### config.mk
export PLATFORM = sky130hd
export DESIGN_NAME = dds_prof_writer
export DESIGN_NICKNAME = d
export VERILOG_FILES = /design/src/rtl/dsw_pkg.sv /design/src/rtl/dsw_seq.sv /design/src/rtl/dsw_lane.sv /design/src/rtl/dds_prof_writer.sv
export SDC_FILE = /design/constraint.sdc
export NUM_CORES = 1
export LEC_CHECK = 0
export CORE_UTILIZATION = 55
export DETAILED_ROUTE_END_ITERATION = 7
export PLACE_DENSITY = 0.9
export SLEW_MARGIN = 20
export SYNTH_ARGS = -nofsm -noshare
export SYNTH_HDL_FRONTEND = slang
export SYNTH_SLANG_ARGS = --single-unit
export TNS_END_PERCENT = 1
### constraint.sdc
create_clock -name clk -period 4 [get_ports clk]
set_input_delay 0.4 -clock clk [delete_from_list [all_inputs] [get_ports clk]]
set_output_delay 0.4 -clock clk [all_outputs]
set_load 0.01 [all_outputs]
### src/rtl/dsw_pkg.sv
package dsw_pkg;
  typedef enum logic [1:0] {
    ST_IDLE  = 2'd0,
    ST_SHIFT = 2'd1,
    ST_WAIT  = 2'd2,
    ST_UPD   = 2'd3
  } dsw_state_e;
endpackage

### src/rtl/dsw_seq.sv
module dsw_seq
  import dsw_pkg::*;
#(
  parameter int FRAME_W  = 144,
  parameter int HALF_DIV = 2
) (
  input  logic clk,
  input  logic rst,
  input  logic go,
  output logic load,
  output logic shift,
  output logic ser_clk,
  output logic ser_cs_n,
  output logic upd_strobe,
  output logic wr_done
);
  localparam int CNT_W = (HALF_DIV > 1) ? $clog2(HALF_DIV) : 1;
  localparam int BIT_W = $clog2(FRAME_W);

  dsw_state_e st;
  logic [CNT_W-1:0] cnt;
  logic [BIT_W-1:0] bitc;
  logic cnt_last, bit_last;

  assign cnt_last = (cnt == CNT_W'(HALF_DIV - 1));
  assign bit_last = (bitc == BIT_W'(FRAME_W - 1));
  assign load     = (st == ST_IDLE) && go;
  // next bit is presented as the serial clock falls, except after the last bit
  assign shift    = (st == ST_SHIFT) && ser_clk && cnt_last && !bit_last;

  always_ff @(posedge clk) begin
    if (rst) begin
      st         <= ST_IDLE;
      cnt        <= '0;
      bitc       <= '0;
      ser_clk    <= 1'b0;
      ser_cs_n   <= 1'b1;
      upd_strobe <= 1'b0;
      wr_done    <= 1'b0;
    end else begin
      upd_strobe <= 1'b0;
      wr_done    <= 1'b0;
      case (st)
        ST_IDLE: begin
          if (go) begin
            st       <= ST_SHIFT;
            ser_cs_n <= 1'b0;
            ser_clk  <= 1'b0;
            cnt      <= '0;
            bitc     <= '0;
          end
        end
        ST_SHIFT: begin
          if (cnt_last) begin
            cnt <= '0;
            if (ser_clk) begin
              ser_clk <= 1'b0;
              if (bit_last) begin
                st       <= ST_WAIT;
                ser_cs_n <= 1'b1;
              end else begin
                bitc <= bitc + 1'b1;
              end
            end else begin
              ser_clk <= 1'b1;
            end
          end else begin
            cnt <= cnt + 1'b1;
          end
        end
        ST_WAIT: begin
          if (cnt_last) begin
            cnt        <= '0;
            st         <= ST_UPD;
            upd_strobe <= 1'b1;
          end else begin
            cnt <= cnt + 1'b1;
          end
        end
        default: begin
          st      <= ST_IDLE;
          wr_done <= 1'b1;
        end
      endcase
    end
  end
endmodule

### src/rtl/dsw_lane.sv
module dsw_lane #(
  parameter int FRAME_W = 144
) (
  input  logic               clk,
  input  logic               rst,
  input  logic               load,
  input  logic               shift,
  input  logic [FRAME_W-1:0] frame_in,
  output logic               sdo
);
  logic [FRAME_W-1:0] sr;

  always_ff @(posedge clk) begin
    if (rst)        sr <= '0;
    else if (load)  sr <= frame_in;
    else if (shift) sr <= {sr[FRAME_W-2:0], 1'b0};
  end

  assign sdo = sr[FRAME_W-1];
endmodule

### src/rtl/dds_prof_writer.sv
module dds_prof_writer #(
  parameter int          NUM_DEV       = 2,
  parameter int          CH_PER_DEV    = 4,
  parameter int          LANES_PER_DEV = 2,
  parameter int          WORD_W        = 16,
  parameter int          CMD_W         = 16,
  parameter logic [15:0] CMD_WORD      = 16'h0E16,
  parameter int          HALF_DIV      = 2,
  localparam int         PROF_W        = 4 * WORD_W,
  localparam int         NUM_CH        = NUM_DEV * CH_PER_DEV,
  localparam int         LANES         = NUM_DEV * LANES_PER_DEV,
  localparam int         DEV_W         = CH_PER_DEV * PROF_W,
  localparam int         PAY_W         = DEV_W / LANES_PER_DEV,
  localparam int         FRAME_W       = CMD_W + PAY_W
) (
  input  logic                     clk,
  input  logic                     rst,
  input  logic                     wr_start,
  input  logic                     calc_done,
  input  logic [NUM_CH*PROF_W-1:0] prof_in,
  output logic                     ser_clk,
  output logic [LANES-1:0]         ser_dat,
  output logic                     ser_cs_n,
  output logic                     upd_strobe,
  output logic                     wr_done
);
  logic load, shift;

  dsw_seq #(.FRAME_W(FRAME_W), .HALF_DIV(HALF_DIV)) u_seq (
    .clk        (clk),
    .rst        (rst),
    .go         (wr_start && calc_done),
    .load       (load),
    .shift      (shift),
    .ser_clk    (ser_clk),
    .ser_cs_n   (ser_cs_n),
    .upd_strobe (upd_strobe),
    .wr_done    (wr_done)
  );

  for (genvar d = 0; d < NUM_DEV; d++) begin : g_dev
    logic [DEV_W-1:0] dev_pay;
    // lowest channel index of the device lands in the first-sent bits
    for (genvar j = 0; j < CH_PER_DEV; j++) begin : g_ch
      assign dev_pay[(CH_PER_DEV-1-j)*PROF_W +: PROF_W] =
        prof_in[(d*CH_PER_DEV + j)*PROF_W +: PROF_W];
    end
    for (genvar k = 0; k < LANES_PER_DEV; k++) begin : g_lane
      logic [FRAME_W-1:0] frame;
      assign frame = {CMD_WORD[CMD_W-1:0], dev_pay[DEV_W-1-k*PAY_W -: PAY_W]};
      dsw_lane #(.FRAME_W(FRAME_W)) u_lane (
        .clk      (clk),
        .rst      (rst),
        .load     (load),
        .shift    (shift),
        .frame_in (frame),
        .sdo      (ser_dat[d*LANES_PER_DEV + k])
      );
    end
  end
endmodule

# == After elaboration in Yosys (flattened, before gate mapping) ==
# Index checks and enable logic that the tools add are counted.
# word_totals
mem_bits_ro,0
n_memories,0
ff_bits,591
out_inout_bits,8
ram_bits,0
in_bits,516
latch_bits,0
elab_cells,77
# classes
addsub,2
mul,0
bitwise,1
n_lt_le_gt_ge,0
n_div,0
eq_ne,9
n_shift,0
muxes,31
n_reduce_logical,19
# op_table
cell,count
$mux 140,8
$mux 8,4
$pmux 8 s2,1
$reduce_and 5->1,3
$mux 2,5
$ne 2x1->1 const B,5
$mux 1,9
$add 8x1->8 const B,1
$eq 8x8->1 const B,1
$pmux 1 s2,3
$pmux 2 s3,1
$reduce_bool 2->1,3
$reduce_or 2->1,3
$logic_and 1x1->1,5
$reduce_and 3->1,1
$reduce_or 3->1,1
$eq 2x1->1 const B,1
$eq 2x2->1 const B,1
$logic_not 2->1,1
$ne 2x2->1 const B,1
$reduce_and 2->1,1
$add 1x1->1 const B,1
$logic_not 1->1,1
$not 1->1,1

# == Logic depth before layout (Yosys ltp) ==
# depth
depth_word,6
mapped_depth,10
mapped_depth_nobuf,6

# == Hierarchy ==
# A second synthesis with hierarchy kept.
# unflattened
hier_cells,2660
hier_area_um2,27433.8
# modules_own_cells
mod,cells_per_inst,seq_area_each_um2,instances,area_per_inst_um2
dsw_lane,640,2882.8,4,6638.9
dsw_seq,97,300.3,1,864.6
dds_prof_writer,3,0.0,1,13.8

# == Worst setup path before layout ==
# No wires, ideal clock.
# synth_path
path_type,reg-to-reg
from,register u_seq.st[0]
to,register u_seq.bitc[5]
arrival_ns,1.830
path_buffers,0
t_required_ns,3.941
setup_time_ns,0.059
stages_incl_launch_ff,7
synth_period_minus_slack_ns,1.889
setup_slack_ns,2.111
cell_sequence,dfxtp_1 > inv_1 > ha_1 > a21boi_1 > a311o_1 > or4_1 > nand2_1
# synth_between
elab_chain_len,3
elab_cells_between_ends,9
cone_classes,eq/ne: 5; mux: 1; reduce/logical: 3
# synth_rtl
element,line_no,text
"start, declared",dsw_seq.sv:20,dsw_state_e st;
"start signal, assigned",dsw_seq.sv:33,st <= ST_IDLE;
"start signal, assigned",dsw_seq.sv:46,st <= ST_SHIFT;
"start signal, assigned",dsw_seq.sv:59,st <= ST_WAIT;
$eq 2x1->1 / $logic_not 2->1 (equally long branches),dsw_seq.sv:43,case (st)
"$ne 2x1->1 (no line), or another cell as far along",n/a,
$reduce_and 5->1 (no line),n/a,
"end signal, assigned",dsw_seq.sv:62,bitc <= bitc + 1'b1;
"end, declared",dsw_seq.sv:22,logic [BIT_W-1:0] bitc;
# Parallel ways exist; a longest one is shown, timed or not.
# A chain may end at the register's enable or synchronous reset.

# == Worst setup path after layout ==
# layout_path
from,register u_seq.st[1]
to,register g_dev[1].g_lane[1].u_lane.sr[51]
# layout_between
elab_chain_len,5
elab_cells_between_ends,8
cone_classes,eq/ne: 1; mux: 1; reduce/logical: 6
# layout_rtl
element,line_no,text
$eq 2x1->1,dsw_seq.sv:29,assign shift = (st == ST_SHIFT) && ser_clk && cnt_last && !bit_last;
$logic_and 1x1->1 (3 in a row),dsw_seq.sv:29,
$reduce_bool 2->1 (no line),n/a,
"end signal, assigned",dsw_lane.sv:15,else if (load) sr <= frame_in;
"end signal, assigned",dsw_lane.sv:16,"else if (shift) sr <= {sr[FRAME_W-2:0], 1'b0};"
"end, declared",dsw_lane.sv:11,logic [FRAME_W-1:0] sr;
# Parallel ways exist; a longest one is shown, timed or not.

==> flow_summary_export.csv <==
group,metric,value,unit
status,status,"complete, no violations",
final_layout,num-nets-final,4062,
setup_path,critPathBufInv,3,
setup_path,cpMostUsedCell,"a21oi_1",
setup_path,r2r-end,"g_dev[1].g_lane[1].u_lane.sr[51]",
logic_synthesis,synth_flop_cell,"dfxtp_1",
global_route,grt_pass1_wl,107000,um
detailed_routing,m1WireLength,27800,um
logic_synthesis,yosysTopAreaCell,"dfxtp_1",
setup_path,regToRegStartpoint,"u_seq.st[1]",
power_and_ir_drop,comb_power_share,0.180,
hold_path,hold-path-cell-count,3,
power_and_ir_drop,internal_power,11.2,mW
cts,clock-sinks,591,
die,rows,76,
cts,clk_latency,0.61,ns
die,coreArea,43400,um2
hold_path,holdPathEnd,"g_dev[1].g_lane[0].u_lane.sr[0]",
detailed_routing,drc_errors,0,
power_and_ir_drop,power.leakage,11.1,nW
placed_design,routabilityCongestion,0.853,
die,pin_count,524,
cts,cts_tree,"done",
setup_path,crit_family,"compound AO/OA/AOI/OAI gates",
cts,numCtsBuffers,58,
timing,hold_viol,0,
final_layout,drive_above_1_share,0.0449,
setup_path,crit_arrival,3.07,ns
final_layout,area_delta_synth_final,29.1,%
hold_path,worstHoldPathType,"input pin to register",
timing,timing.fmax,395,MHz
timing,worstMarginPinSlew,0.787,ns
detailed_routing,dr.max_layer_used,"met4",
detailed_routing,vias,24100,
detailed_routing,drt_iter0_drc,2360,
detailed_routing,drtAntennaViolNets,0,
power_and_ir_drop,p_seq_frac,0.468,
logic_synthesis,synth_edf_count,0,
setup_path,rrSetupSlack,1.47,ns
setup_path,endpoint_kind,"register",
logic_synthesis,async_flop_share,0,
detailed_routing,met2_length,32900,um
logic_synthesis,synthDominantCellAreaShare,0.487,
cts,clockBufferDepth,3,
hold_path,holdCritStartpoint,"prof_in[320]",
setup_path,worstPathCellList,"inv_1, ha_1, nand3_1, a21oi_4, buf_12, buf_4, a21oi_1, a21oi_1",
run,cap_violations,0,
power_and_ir_drop,finalPower,15.5,mW
global_route,grt_max_degree,149,
logic_synthesis,synth_fp_nets,3738,
logic_synthesis,netlist_top_cells_area,"dfxtp_1, a21oi_1, o21ai_0, nand2_1, clkbuf_1",
global_route,grt_pass1_vias,21800,
power_and_ir_drop,p_per_area,493,nW/um2
setup_path,cp_max_fo,35,
global_route,antenna_found_initial,10,
detailed_routing,wl,68800,um
timing,rsz0062_at_grt,"false",
cts,htree_levels,2,
placed_design,port_buffers,523,
die,start_util,0.561,
timing,finClkSkew,0.0134,ns
placed_design,dp_hpwl,42800,um
die,die_height,212,um
die,die_w,212,um
global_route,grt_overflow,0,
timing,drv_slew,0,
setup_path,reg2reg_depth,8,
cts,ctsResizeCount,0,
timing,max_slew_margin,0.476,
power_and_ir_drop,ir_drop,0.000321,V
detailed_routing,drtPass1Iterations,6,
logic_synthesis,netlist_instances,3217,
detailed_routing,via_per_inst,5.77,
timing,setup_violations,0,
logic_synthesis,syn_avg_cell_area,7.56,um2
detailed_routing,wl_met3,5210,um
die,fp.dieArea,45000,um2
power_and_ir_drop,swShare,0.276,
timing,setup-tns-final,0,ns
logic_synthesis,synth_warnings,0,
setup_path,cp_slowest_cell,"a21oi_4",
logic_synthesis,ys_seq_area_frac,0.487,
power_and_ir_drop,p_clk_frac,0.353,
setup_path,max_stage_delay,0.51,ns
detailed_routing,post_drt_wl_per_cell,16.5,um
cts,cts_setup_buffers,0,
power_and_ir_drop,switchingPower,4.28,mW
logic_synthesis,ys_types,44,
logic_synthesis,ys_ff_latch,591,
setup_path,cp_data_required_time,4.54,ns
logic_synthesis,syn_area,24300,um2
setup_path,path_class,"register to register",
cts,root_buffer,"clkbuf_16",
setup_path,worstSetupStartpointType,"register",
global_route,globalRouteTotalUtil,0.290,
timing,post-route-period-util,0.634,
timing,finalCriticalPeriod,2.53,ns
cts,cts.hold.buffers_added,0,
cts,path_clk_slew,0.06,ns
==> cell type report <==
cell class | count | area, um2
diodes | 12 | 30.0
flip-flops and latches | 591 | 11800
inverters | 3 | 18.8
fillers | 3316 | 12000
clock buffers | 86 | 1760
clock inverters | 17 | 158
repair buffers | 577 | 5890
multi-input cells | 2310 | 11000
well taps | 585 | 732
==> cells by family (layout without fill, tap and decap cells) <==
kind of cell | Yosys count | in the layout | share of synthesized area
simple gates | 659 | 659 | 0.106
buf+inv | 316 | 683 | 0.0629
mux | 1 | 1 | 0.000463
other cells | 0 | 12 | 0
fa+ha+maj | 5 | 5 | 0.00257
flops | 591 | 591 | 0.487
compound gates | 1645 | 1645 | 0.341
==> worst max path at each step <==
stage               slack (ns)        start  cells past startpoint                           endpoint
floorplan                 2.11  u_seq.st[0]                      6                      u_seq.bitc[5]
global placement          1.61          rst                      5  g_dev[0].g_lane[0].u_lane.sr[105]
detailed placement        1.51  u_seq.st[1]                      8   g_dev[1].g_lane[1].u_lane.sr[51]
CTS                       1.47  u_seq.st[1]                      8   g_dev[1].g_lane[1].u_lane.sr[51]
global route              1.24  u_seq.st[1]                      8   g_dev[1].g_lane[1].u_lane.sr[51]
finish                    1.47  u_seq.st[1]                      8   g_dev[1].g_lane[1].u_lane.sr[51]
==> per-stage QoR <==
step	cell area, um2	hold WS (ns)	util	worst slack, ns	std cells
2_1_floorplan	24300	0.430	-	2.11	3217
3_3_place_gp	29500	0.437	0.679	1.61	4066
3_5_place_dp	29500	0.442	0.679	1.51	4066
4_1_cts	31400	0.310	0.723	1.47	4169
5_1_grt	31400	0.353	0.724	1.24	4177
6_report	31400	0.344	0.724	1.47	4181
==> cells in the mapped netlist, types with 5 or more instances <==
cell,n
a21oi_1,1112
nand2_1,619
dfxtp_1,591
o21ai_0,514
clkbuf_1,150
buf_2,86
buf_4,35
buf_1,28
buf_6,14
nand3_1,10
nor2_1,6
ha_1,5
==> state kept, by name (all words and copies together), names as in the netlist <==
| signal | cells |
|---|---|
| u_seq.bitc | 8 |
| u_seq.upd_strobe | 1 |
| u_seq.cnt | 1 |
| u_seq.ser_clk | 1 |
| g_dev.g_lane.u_lane.sr | 576 |
| u_seq.ser_cs_n | 1 |
| u_seq.wr_done | 1 |
| u_seq.st | 2 |
==> metal layers <==
layer  GRT usage  vias to the layer above
li1            -                    11800
met1       0.362                    11200
met2       0.476                      952
met3      0.0564                      175
met4       0.146                        0
met5           0                        -
==> worst reg2reg max path, cell delays in order (launching register included) <==
cell and delay, ns:
dfxtp_1 0.33, inv_1 0.10, ha_1 0.31, nand3_1 0.21, a21oi_4 0.51, buf_12 0.27, buf_4 0.38, a21oi_1 0.15
a21oi_1 0.20
==> power groups by stage <==
stage	clock network, mW	registers [mW]	logic, mW
after floorplan	0	7.23	1.77
after global placement	0	7.32	2.64
after detailed placement	0	7.35	2.73
after CTS	5.53	7.24	2.77
after global routing	5.79	7.34	3.13
final	5.46	7.25	2.78
==> cells in the final DEF (no fill, tap or decap), drive strengths merged, types with 2 or more instances in the layout <==
cell | synthesis | final
diode | 0 | 12
a21oi | 1113 | 1113
o21ai | 514 | 514
and4 | 3 | 3
and3 | 3 | 3
nand3 | 10 | 10
buf | 163 | 55
clkdlybuf4s50 | 0 | 522
nor3 | 2 | 2
inv | 3 | 6
or2 | 2 | 2
clkbuf | 150 | 86
or4 | 2 | 2
a21boi | 2 | 2
o21a | 2 | 2
nor2 | 6 | 6
bufinv | 0 | 2
a211oi | 2 | 2
dfxtp | 591 | 591
nand2 | 619 | 619
clkinv | 0 | 12
ha | 5 | 5
nor2b | 3 | 3
a211o | 2 | 2
nor4 | 3 | 3
No activity file was read; power rests on OpenSTA's default activity.
